===== config.mk =====
export PLATFORM = sky130hd
export DESIGN_NAME = cl_frame_gen
export DESIGN_NICKNAME = d
export VERILOG_FILES = /design/src/rtl/cl_pkg.sv /design/src/rtl/cl_cfg_regs.sv /design/src/rtl/cl_timing_fsm.sv /design/src/rtl/cl_pattern_gen.sv /design/src/rtl/cl_frame_gen.sv
export SDC_FILE = /design/constraint.sdc
export NUM_CORES = 1
export LEC_CHECK = 0
export ABC_AREA = 1
export CORE_MARGIN = 2
export CORE_UTILIZATION = 56
export CTS_CLUSTER_SIZE = 8
export DETAILED_ROUTE_END_ITERATION = 10
export MAX_ROUTING_LAYER = met4
export PLACE_DENSITY = 0.85
export SLEW_MARGIN = 20
export SYNTH_ARGS = -nofsm -noshare
export SYNTH_HDL_FRONTEND = slang
export SYNTH_SLANG_ARGS = --single-unit

===== constraint.sdc =====
create_clock -name clk_i -period 3.9 [get_ports clk_i]
set_input_delay 0.585 -clock clk_i [delete_from_list [all_inputs] [get_ports clk_i]]
set_output_delay 0.585 -clock clk_i [all_outputs]
set_load 0.01 [all_outputs]

===== src/rtl/cl_pkg.sv =====
package cl_pkg;
  localparam int unsigned LO_W  = 8;
  localparam int unsigned HI_W  = 4;
  localparam int unsigned PIX_W = LO_W + HI_W;

  typedef enum logic [2:0] {
    ST_IDLE,
    ST_PRE_HI,
    ST_PRE_LO,
    ST_FDLY,
    ST_LINE,
    ST_GAP,
    ST_TAIL
  } seq_st_e;
endpackage


===== src/rtl/cl_cfg_regs.sv =====
module cl_cfg_regs #(
  parameter int unsigned WID_W       = 12,
  parameter int unsigned HGT_W       = 12,
  parameter int unsigned DLY_W       = 9,
  parameter int unsigned PGAP_W      = 12,
  parameter int unsigned DEF_WIDTH   = 16,
  parameter int unsigned DEF_HEIGHT  = 4,
  parameter int unsigned DEF_FV_DLY  = 16,
  parameter int unsigned DEF_BGAP    = 16,
  parameter int unsigned DEF_PGAP    = 32,
  parameter bit          DEF_TWO_TAP = 1'b1
) (
  input  logic              clk_i,
  input  logic              rst_ni,
  input  logic              we_i,
  input  logic              load_i,
  input  logic              two_tap_i,
  input  logic [WID_W-1:0]  width_i,
  input  logic [HGT_W-1:0]  height_i,
  input  logic [DLY_W-1:0]  fv_dly_i,
  input  logic [DLY_W-1:0]  bgap_i,
  input  logic [PGAP_W-1:0] pgap_i,
  output logic              two_tap_o,
  output logic [WID_W-1:0]  width_o,
  output logic [HGT_W-1:0]  height_o,
  output logic [DLY_W-1:0]  fv_dly_o,
  output logic [DLY_W-1:0]  bgap_o,
  output logic [PGAP_W-1:0] pgap_o
);
  logic              stg_two_tap;
  logic [WID_W-1:0]  stg_width;
  logic [HGT_W-1:0]  stg_height;
  logic [DLY_W-1:0]  stg_fv_dly;
  logic [DLY_W-1:0]  stg_bgap;
  logic [PGAP_W-1:0] stg_pgap;

  // staging bank, software side
  always_ff @(posedge clk_i or negedge rst_ni) begin
    if (!rst_ni) begin
      stg_two_tap <= DEF_TWO_TAP;
      stg_width   <= WID_W'(DEF_WIDTH);
      stg_height  <= HGT_W'(DEF_HEIGHT);
      stg_fv_dly  <= DLY_W'(DEF_FV_DLY);
      stg_bgap    <= DLY_W'(DEF_BGAP);
      stg_pgap    <= PGAP_W'(DEF_PGAP);
    end else if (we_i) begin
      stg_two_tap <= two_tap_i;
      stg_width   <= width_i;
      stg_height  <= height_i;
      stg_fv_dly  <= fv_dly_i;
      stg_bgap    <= bgap_i;
      stg_pgap    <= pgap_i;
    end
  end

  // active copy, frozen for the whole frame
  always_ff @(posedge clk_i or negedge rst_ni) begin
    if (!rst_ni) begin
      two_tap_o <= DEF_TWO_TAP;
      width_o   <= WID_W'(DEF_WIDTH);
      height_o  <= HGT_W'(DEF_HEIGHT);
      fv_dly_o  <= DLY_W'(DEF_FV_DLY);
      bgap_o    <= DLY_W'(DEF_BGAP);
      pgap_o    <= PGAP_W'(DEF_PGAP);
    end else if (load_i) begin
      two_tap_o <= stg_two_tap;
      width_o   <= stg_width;
      height_o  <= stg_height;
      fv_dly_o  <= stg_fv_dly;
      bgap_o    <= stg_bgap;
      pgap_o    <= stg_pgap;
    end
  end
endmodule


===== src/rtl/cl_timing_fsm.sv =====
module cl_timing_fsm
  import cl_pkg::*;
#(
  parameter int unsigned WID_W      = 12,
  parameter int unsigned HGT_W      = 12,
  parameter int unsigned DLY_W      = 9,
  parameter int unsigned PGAP_W     = 12,
  parameter int unsigned PRE_PULSES = 4,
  parameter int unsigned PRE_LEN    = 4,
  parameter int unsigned TAIL_LEN   = 16
) (
  input  logic              clk_i,
  input  logic              rst_ni,
  input  logic              start_i,
  input  logic              two_tap_i,
  input  logic [WID_W-1:0]  width_i,
  input  logic [HGT_W-1:0]  height_i,
  input  logic [DLY_W-1:0]  fv_dly_i,
  input  logic [DLY_W-1:0]  bgap_i,
  input  logic [PGAP_W-1:0] pgap_i,
  output seq_st_e           st_o,
  output logic [HGT_W-1:0]  line_o,
  output logic              accept_o
);
  localparam int unsigned MAX_A = (WID_W > PGAP_W) ? WID_W : PGAP_W;
  localparam int unsigned CNT_W = (MAX_A > DLY_W) ? MAX_A : DLY_W;
  localparam int unsigned PRE_W = $clog2(PRE_PULSES + 1);

  seq_st_e           st_q;
  logic [CNT_W-1:0]  cnt_q;
  logic [PRE_W-1:0]  pre_q;
  logic [HGT_W-1:0]  line_q;
  logic [WID_W-1:0]  line_len;
  logic [CNT_W-1:0]  line_m1;
  logic [CNT_W-1:0]  dly_m1;
  logic [CNT_W-1:0]  gap_m1;
  logic              cnt_done;
  logic              last_line;

  always_comb begin
    line_len  = two_tap_i ? (width_i >> 1) : width_i;
    line_m1   = CNT_W'(line_len) - CNT_W'(1);
    dly_m1    = CNT_W'(fv_dly_i) - CNT_W'(1);
    // first line of a pair is even-indexed
    gap_m1    = line_q[0] ? (CNT_W'(pgap_i) - CNT_W'(1))
                          : (CNT_W'(bgap_i) - CNT_W'(1));
    cnt_done  = (cnt_q == '0);
    last_line = (line_q == height_i - HGT_W'(1));
  end

  assign accept_o = (st_q == ST_IDLE) && start_i;

  always_ff @(posedge clk_i or negedge rst_ni) begin
    if (!rst_ni) begin
      st_q   <= ST_IDLE;
      cnt_q  <= '0;
      pre_q  <= '0;
      line_q <= '0;
    end else begin
      unique case (st_q)
        ST_IDLE: begin
          if (start_i) begin
            st_q   <= ST_PRE_HI;
            cnt_q  <= CNT_W'(PRE_LEN - 1);
            pre_q  <= '0;
            line_q <= '0;
          end
        end
        ST_PRE_HI: begin
          if (cnt_done) begin
            st_q  <= ST_PRE_LO;
            cnt_q <= CNT_W'(PRE_LEN - 1);
          end else begin
            cnt_q <= cnt_q - CNT_W'(1);
          end
        end
        ST_PRE_LO: begin
          if (!cnt_done) begin
            cnt_q <= cnt_q - CNT_W'(1);
          end else if (pre_q != PRE_W'(PRE_PULSES - 1)) begin
            pre_q <= pre_q + PRE_W'(1);
            st_q  <= ST_PRE_HI;
            cnt_q <= CNT_W'(PRE_LEN - 1);
          end else if (fv_dly_i == '0) begin
            st_q  <= ST_LINE;
            cnt_q <= line_m1;
          end else begin
            st_q  <= ST_FDLY;
            cnt_q <= dly_m1;
          end
        end
        ST_FDLY, ST_GAP: begin
          if (cnt_done) begin
            st_q  <= ST_LINE;
            cnt_q <= line_m1;
          end else begin
            cnt_q <= cnt_q - CNT_W'(1);
          end
        end
        ST_LINE: begin
          if (!cnt_done) begin
            cnt_q <= cnt_q - CNT_W'(1);
          end else if (last_line) begin
            st_q  <= ST_TAIL;
            cnt_q <= CNT_W'(TAIL_LEN - 1);
          end else begin
            st_q   <= ST_GAP;
            cnt_q  <= gap_m1;
            line_q <= line_q + HGT_W'(1);
          end
        end
        ST_TAIL: begin
          if (cnt_done) st_q <= ST_IDLE;
          else          cnt_q <= cnt_q - CNT_W'(1);
        end
        default: st_q <= ST_IDLE;
      endcase
    end
  end

  assign st_o   = st_q;
  assign line_o = line_q;
endmodule


===== src/rtl/cl_pattern_gen.sv =====
module cl_pattern_gen
  import cl_pkg::*;
(
  input  logic             clk_i,
  input  logic             rst_ni,
  input  logic             line_act_i,
  input  logic             two_tap_i,
  input  logic [HI_W-1:0]  line_tag_i,
  output logic [PIX_W-1:0] tap_a_o,
  output logic [PIX_W-1:0] tap_b_o
);
  logic [LO_W-1:0] pix_q;
  logic [LO_W-1:0] lo_a;
  logic [LO_W-1:0] lo_b;

  // per-line cycle index, wraps naturally
  always_ff @(posedge clk_i or negedge rst_ni) begin
    if (!rst_ni)         pix_q <= '0;
    else if (line_act_i) pix_q <= pix_q + LO_W'(1);
    else                 pix_q <= '0;
  end

  always_comb begin
    lo_a = two_tap_i ? {pix_q[LO_W-2:0], 1'b0} : pix_q;
    lo_b = {pix_q[LO_W-2:0], 1'b1};
    tap_a_o = line_act_i ? {line_tag_i, lo_a} : '0;
    tap_b_o = (line_act_i && two_tap_i) ? {line_tag_i, lo_b} : '0;
  end
endmodule


===== src/rtl/cl_frame_gen.sv =====
module cl_frame_gen
  import cl_pkg::*;
#(
  parameter int unsigned WID_W       = 12,
  parameter int unsigned HGT_W       = 12,
  parameter int unsigned DLY_W       = 9,
  parameter int unsigned PGAP_W      = 12,
  parameter int unsigned PRE_PULSES  = 4,
  parameter int unsigned PRE_LEN     = 4,
  parameter int unsigned TAIL_LEN    = 16,
  parameter int unsigned DEF_WIDTH   = 16,
  parameter int unsigned DEF_HEIGHT  = 4,
  parameter int unsigned DEF_FV_DLY  = 16,
  parameter int unsigned DEF_BGAP    = 16,
  parameter int unsigned DEF_PGAP    = 32,
  parameter bit          DEF_TWO_TAP = 1'b1
) (
  input  logic              clk_i,
  input  logic              rst_ni,
  input  logic              start_i,
  input  logic              cfg_we_i,
  input  logic              cfg_two_tap_i,
  input  logic [WID_W-1:0]  cfg_width_i,
  input  logic [HGT_W-1:0]  cfg_height_i,
  input  logic [DLY_W-1:0]  cfg_fv_dly_i,
  input  logic [DLY_W-1:0]  cfg_burst_gap_i,
  input  logic [PGAP_W-1:0] cfg_pair_gap_i,
  output logic              fval_o,
  output logic              lval_o,
  output logic              dval_o,
  output logic [PIX_W-1:0]  tap_a_o,
  output logic [PIX_W-1:0]  tap_b_o,
  output logic              busy_o
);
  logic              accept;
  logic              act_two_tap;
  logic [WID_W-1:0]  act_width;
  logic [HGT_W-1:0]  act_height;
  logic [DLY_W-1:0]  act_fv_dly;
  logic [DLY_W-1:0]  act_bgap;
  logic [PGAP_W-1:0] act_pgap;
  seq_st_e           st;
  logic [HGT_W-1:0]  line_idx;

  cl_cfg_regs #(
    .WID_W(WID_W), .HGT_W(HGT_W), .DLY_W(DLY_W), .PGAP_W(PGAP_W),
    .DEF_WIDTH(DEF_WIDTH), .DEF_HEIGHT(DEF_HEIGHT), .DEF_FV_DLY(DEF_FV_DLY),
    .DEF_BGAP(DEF_BGAP), .DEF_PGAP(DEF_PGAP), .DEF_TWO_TAP(DEF_TWO_TAP)
  ) u_cfg (
    .clk_i     (clk_i),
    .rst_ni    (rst_ni),
    .we_i      (cfg_we_i),
    .load_i    (accept),
    .two_tap_i (cfg_two_tap_i),
    .width_i   (cfg_width_i),
    .height_i  (cfg_height_i),
    .fv_dly_i  (cfg_fv_dly_i),
    .bgap_i    (cfg_burst_gap_i),
    .pgap_i    (cfg_pair_gap_i),
    .two_tap_o (act_two_tap),
    .width_o   (act_width),
    .height_o  (act_height),
    .fv_dly_o  (act_fv_dly),
    .bgap_o    (act_bgap),
    .pgap_o    (act_pgap)
  );

  cl_timing_fsm #(
    .WID_W(WID_W), .HGT_W(HGT_W), .DLY_W(DLY_W), .PGAP_W(PGAP_W),
    .PRE_PULSES(PRE_PULSES), .PRE_LEN(PRE_LEN), .TAIL_LEN(TAIL_LEN)
  ) u_fsm (
    .clk_i     (clk_i),
    .rst_ni    (rst_ni),
    .start_i   (start_i),
    .two_tap_i (act_two_tap),
    .width_i   (act_width),
    .height_i  (act_height),
    .fv_dly_i  (act_fv_dly),
    .bgap_i    (act_bgap),
    .pgap_i    (act_pgap),
    .st_o      (st),
    .line_o    (line_idx),
    .accept_o  (accept)
  );

  cl_pattern_gen u_pat (
    .clk_i      (clk_i),
    .rst_ni     (rst_ni),
    .line_act_i (st == ST_LINE),
    .two_tap_i  (act_two_tap),
    .line_tag_i (line_idx[HI_W-1:0]),
    .tap_a_o    (tap_a_o),
    .tap_b_o    (tap_b_o)
  );

  assign fval_o = (st == ST_FDLY) || (st == ST_LINE) || (st == ST_GAP) || (st == ST_TAIL);
  assign lval_o = (st == ST_PRE_HI) || (st == ST_LINE);
  assign busy_o = (st != ST_IDLE);
  assign dval_o = 1'b1;
endmodule


==> Word level (Yosys, flattened, before mapping) <==
Cells that the tools add are included.
{ "word_totals": {"ff_bits": 148, "input_bits": 59, "output_inout_bits": 28, "elab_cells": 95} }
{ "op_classes": {"addsub": 9, "n_eq_ne": 17, "mux": 34, "reduce_logical": 18} }
{ "op_table": {"columns": ["cell", "n"], "rows": [
  ["$mux 12", 16],
  ["$pmux 12 s6", 1],
  ["$sub 12x1->12 const B", 4],
  ["$mux 3", 11],
  ["$pmux 12 s2", 1],
  ["$sub 9x1->10 const B", 2],
  ["$pmux 3 s6", 1],
  ["$mux 8", 2],
  ["$add 12x1->12 const B", 1],
  ["$eq 12x12->1", 1],
  ["$logic_not 12->1", 1],
  ["$ne 2x1->1 const B", 5],
  ["$eq 3x3->1 const B", 3],
  ["$logic_not 9->1", 1],
  ["$add 8x1->8 const B", 1],
  ["$ne 2x2->1 const B", 4],
  ["$reduce_and 4->1", 2],
  ["$eq 3x2->1 const B", 2],
  ["$pmux 3 s2", 1],
  ["$reduce_and 6->1", 1],
  ["$reduce_bool 6->1", 1],
  ["$logic_or 1x1->1", 4],
  ["$reduce_bool 2->1", 2],
  ["$add 3x1->3 const B", 1],
  ["8 further kinds", 9]
]} }

==> Logic depth before layout (Yosys ltp) <==
{ "depth": {"depth_word": 6, "depth_mapped": 19} }

==> Modules after synthesis <==
Synthesis repeated with hierarchy kept, for this count alone.
{ "hier_totals": {"hier_cells": 1189, "area_unflattened_um2": 8579.5} }
{ "modules_own_cells": {"columns": ["mod", "instances", "cells_per_inst", "area_each_um2"], "rows": [
  ["cl_cfg_regs", 1, 464, 4226.6],
  ["cl_timing_fsm", 1, 628, 3754.9],
  ["cl_pattern_gen", 1, 82, 533.0],
  ["cl_frame_gen", 1, 15, 65.1]
]} }

==> Worst setup path after synthesis <==
No wires, ideal clock.
{ "synth_timing": {"path_kind": "reg2out", "start": "register u_fsm.st_q[0], in the netlist u_fsm.st_o[0]", "end": "output tap_b_o[10]", "arrival_ns": 1.779, "t_required_ns": 3.315, "setup_slack_ns": 1.536, "stages_incl_launch_ff": 9, "path_buffers": 1, "cell_sequence": "dfrtp_1 > nor2_1 > inv_1 > nor2_2 > inv_1 > nor2_1 > clkinv_1 > clkbuf_1 > nor2_1"} }
{ "synth_via": {"elab_chain_len": 3} }
{ "synth_lines": {"columns": ["item", "line_no", "rtl"], "rows": [
  ["start: declaration", "cl_timing_fsm.sv:29", "seq_st_e st_q;"],
  ["start signal: assignment", "cl_timing_fsm.sv:55", "st_q <= ST_IDLE;"],
  ["start signal: assignment", "cl_timing_fsm.sv:63", "st_q <= ST_PRE_HI;"],
  ["start signal: assignment", "cl_timing_fsm.sv:71", "st_q <= ST_PRE_LO;"],
  ["$eq 3x3->1", "cl_frame_gen.sv:89", ".line_act_i (st == ST_LINE),"],
  ["$logic_and 1x1->1", "cl_pattern_gen.sv:27", "tap_b_o = (line_act_i && two_tap_i) ? {line_tag_i, lo_b} : '0;"],
  ["$mux 12", "cl_pattern_gen.sv:27", null],
  ["end: declaration", "cl_frame_gen.sv:32", "output logic [PIX_W-1:0] tap_b_o,"]
]} }
No other way between the ends.

==> Worst setup path after layout <==
{ "layout_timing": {"start": "register u_fsm.st_q[0], in the netlist u_fsm.st_o[0]", "end": "output tap_b_o[8]"} }
The elaborated chain is that of the path after synthesis.

==> results.cfg <==
[die]
die_area_um2 = 16100
chipHeight_um = 127
die_w_um = 127
initial_core_util_pct = 57.7
core_region_area_um2 = 14600
rows = 44
ios = 87

[setup_path]
critical_path.max_fanout = 20
crit_path_top_delay_cell = clkdlybuf4s50_1
r2r-start = u_fsm.cnt_q[0]
critical_path_class = flip-flop to primary output
cp_top_family = buffers and inverters
crit_path_start_kind = flip-flop
r2r_slack_ps = 1260
r2r_cells = 13
critPathMostFrequentCell = nor2_1
max_stage_delay_ps = 610
r2r_end = u_fsm.cnt_q[7]
crit_buf_inv = 5
path_cells = nor2_1, inv_1, nor2_2, inv_1, buf_4, nor2_1, clkinv_1, nor2_1, clkdlybuf4s50_1
crit_arrival_ps = 2840
worstSetupEndpointType = primary output
required_ps = 3310
path_depth = 9

[placed_design]
routabilityCongestion = 0.945
dp_hpwl_um = 14100
port_buffers = 85
place_area_um2 = 9410

[synth]
synth.area.top_cells = dfrtp_1 (40%), nand2_1 (14%), o21ai_0 (8.6%)
synthMuxAreaShare_pct = 0
synth_top_area_share_pct = 40.3
synth-simple-area-share_pct = 27.8
ys_async_sr_fraction_pct = 100
yosysMostFrequentCell = nand2_1
ys_seq_area_share_pct = 44.0
synth_edf_count = 0
postSynthCellCount = 1149
yosys_warnings = 0
synth_cell_types = 41
netlist_area_um2 = 8450
yosys.area.top_type = dfrtp_1
synth_commonest_cells = nand2_1 (320), inv_1 (154), o21ai_0 (145)
synth_compound_area_share_pct = 12.8
avgSynthCellArea_um2 = 7.36
synthXorXnorAreaFrac_pct = 4.35
syn_nets = 1218
synth-adder-area-share_pct = 1.48
synth-seq-cells = 148
synth_top_family_by_area = simple AND/OR/NAND/NOR gates
synth_flop_cell = dfrtp_1

[finish]
drive_gt1_share_pct = 9.33
diodes = 0
nNetsFinal = 1289
final_area_um2 = 10000
syn_to_final_growth_pct = 18.5

[sta]
clock.fmax_mhz = 292
post-route-min-period_ps = 3430
finalHoldViolCount = 0
slew_violations = 0
skew_ps = 6.16
setup-tns-final_ps = 0
final-setup-viol-count = 0
worst_slew_pin_slew_ps = 955
finalCritPeriodShare_pct = 87.8
relSlewSlack_pct = 36.3
rsz0062_at_grt = no

[clock_tree]
cts_buffer_depth = 2
cts.sinks = 148
cts_tree = yes
hold_buffers = 0
root_buffer = clkbuf_16
cts_buffers = 17
htree_levels = 4
clock_latency_ps = 430
cts_resized = 0
cts_setup_buffers = 0
clk_pin_slew_worst_paths_ps = 70

[detailed_routing]
wl_per_cell_um = 14.1
dr.first_iter.drc_count = 517
vias_per_cell = 5.29
routed_wirelength_um = 19900
detailedRoute.firstPassIterationCount = 5
drtAntennaViolNets = 0
dr_total_vias = 7490
drc = 0

[power_and_ir_drop]
peakVddDrop_mv = 0.561
switchingPower_uw = 3150
p_per_area_nw_per_um2 = 719
switching_share_pct = 43.7
p_int_uw = 4050
power_leakage_uw = 0.00480
p_clk_share_pct = 23.4
pwr-share-seq_pct = 32.8
pwr-share-comb_pct = 43.8

[flow_run]
cap_violations = 0

[outcome]
status = completed

[global_routing]
grtUsageTotal_pct = 26.8
antenna_found_initial = 0
grt_pass1_wl_um = 33700
overflow = 0
first_global_vias = 7120
grt_max_degree = 102

[worst_hold_path]
hp-class = primary input to asynchronous set/reset pin
## flip-flops by register name, summed over array words and instances (netlist names)
name,count
u_fsm.line_o,12
u_cfg.stg_width,12
u_pat.pix_q,8
u_cfg.width_o,12
u_cfg.height_o,12
u_cfg.stg_height,12
u_fsm.pre_q,3
u_cfg.bgap_o,9
u_cfg.two_tap_o,1
u_fsm.st_o,3
u_cfg.stg_bgap,9
u_cfg.pgap_o,12
u_cfg.stg_two_tap,1
u_cfg.stg_pgap,12
u_cfg.fv_dly_o,9
u_cfg.stg_fv_dly,9
u_fsm.cnt_q,12
## worst max-delay path by stage
stage	from	endpoint
floorplan	u_fsm.st_o[0]	tap_b_o[10]
global placement	u_fsm.st_o[0]	tap_a_o[2]
detailed placement	u_fsm.st_o[0]	tap_a_o[2]
CTS	u_fsm.st_o[0]	tap_b_o[8]
global route	u_fsm.st_o[0]	tap_b_o[8]
finish	u_fsm.st_o[0]	tap_b_o[8]
## cells in the final DEF (no fill, tap or decap), types with 3 or more instances in the layout
master,instances
dfrtp_1,136
nand2_4,5
nand3_2,5
clkdlybuf4s50_1,83
inv_8,3
a21oi_1,20
or2_2,7
nor2_2,10
xnor2_1,14
inv_6,4
nand3b_1,4
clkinv_4,3
o21ai_0,145
nand4_1,6
o21ai_2,11
dfstp_2,12
o211ai_1,6
nand2_1,319
o21ai_1,5
nor2_4,5
inv_1,154
inv_2,8
o22ai_1,9
nor2_1,102
nand2_2,11
ha_1,10
clkbuf_16,17
nand3_1,45
xor2_1,28
buf_4,5
nor3_1,19
## metrics by stage
step,hold slack (ps),util [%],instances,setup slack [ps],power [uW]
floorplan,289,-,1149,1540,4690
global placement,454,64.2,1385,1050,5350
detailed placement,455,64.2,1385,954,5450
CTS,307,68.4,1417,495,7190
global route,339,68.4,1417,247,7780
finish,218,68.4,1417,475,7190
## area by class of cell
class                      count  area (um2)
fill                        1204        4630
multi-input combinational    798        3940
sequential                   148        3720
timing repair buffer          91         905
inverter                     164         616
clock buffer                  18         439
tap                          184         230
clock inverter                14         168
## power groups by stage
stage | combinational (uW) | sequential [uW] | clock, uW
detailed placement | 3090 | 2370 | 0
global route | 3600 | 2420 | 1770
CTS | 3140 | 2350 | 1700
global placement | 3010 | 2350 | 0
floorplan | 2460 | 2220 | 0
finish | 3150 | 2360 | 1680
## logic make-up after synthesis
| logic type | count (synthesis) |
|---|---|
| AND/OR/NAND/NOR | 544 |
| buffers and inverters | 203 |
| AO/OA/AOI/OAI | 201 |
| flip-flops | 148 |
| XOR/XNOR | 42 |
| adder cells (fa/ha/maj) | 10 |
| other | 1 |
## routing by layer
| layer | track usage [%] | vias to the layer above | part of all wire, % | wire length (um) |
|---|---|---|---|---|
| li1 | - | 3755 | - | - |
| met4 | 11.9 | 0 | 3.4 | 671 |
| met3 | 5.15 | 44 | 4.5 | 893 |
| met1 | 33.2 | 3477 | 44 | 8670 |
| met2 | 43.0 | 214 | 49 | 9680 |
| met5 | - | - | 0 | 0 |
Note: power is estimated with default switching activity, not from simulation.
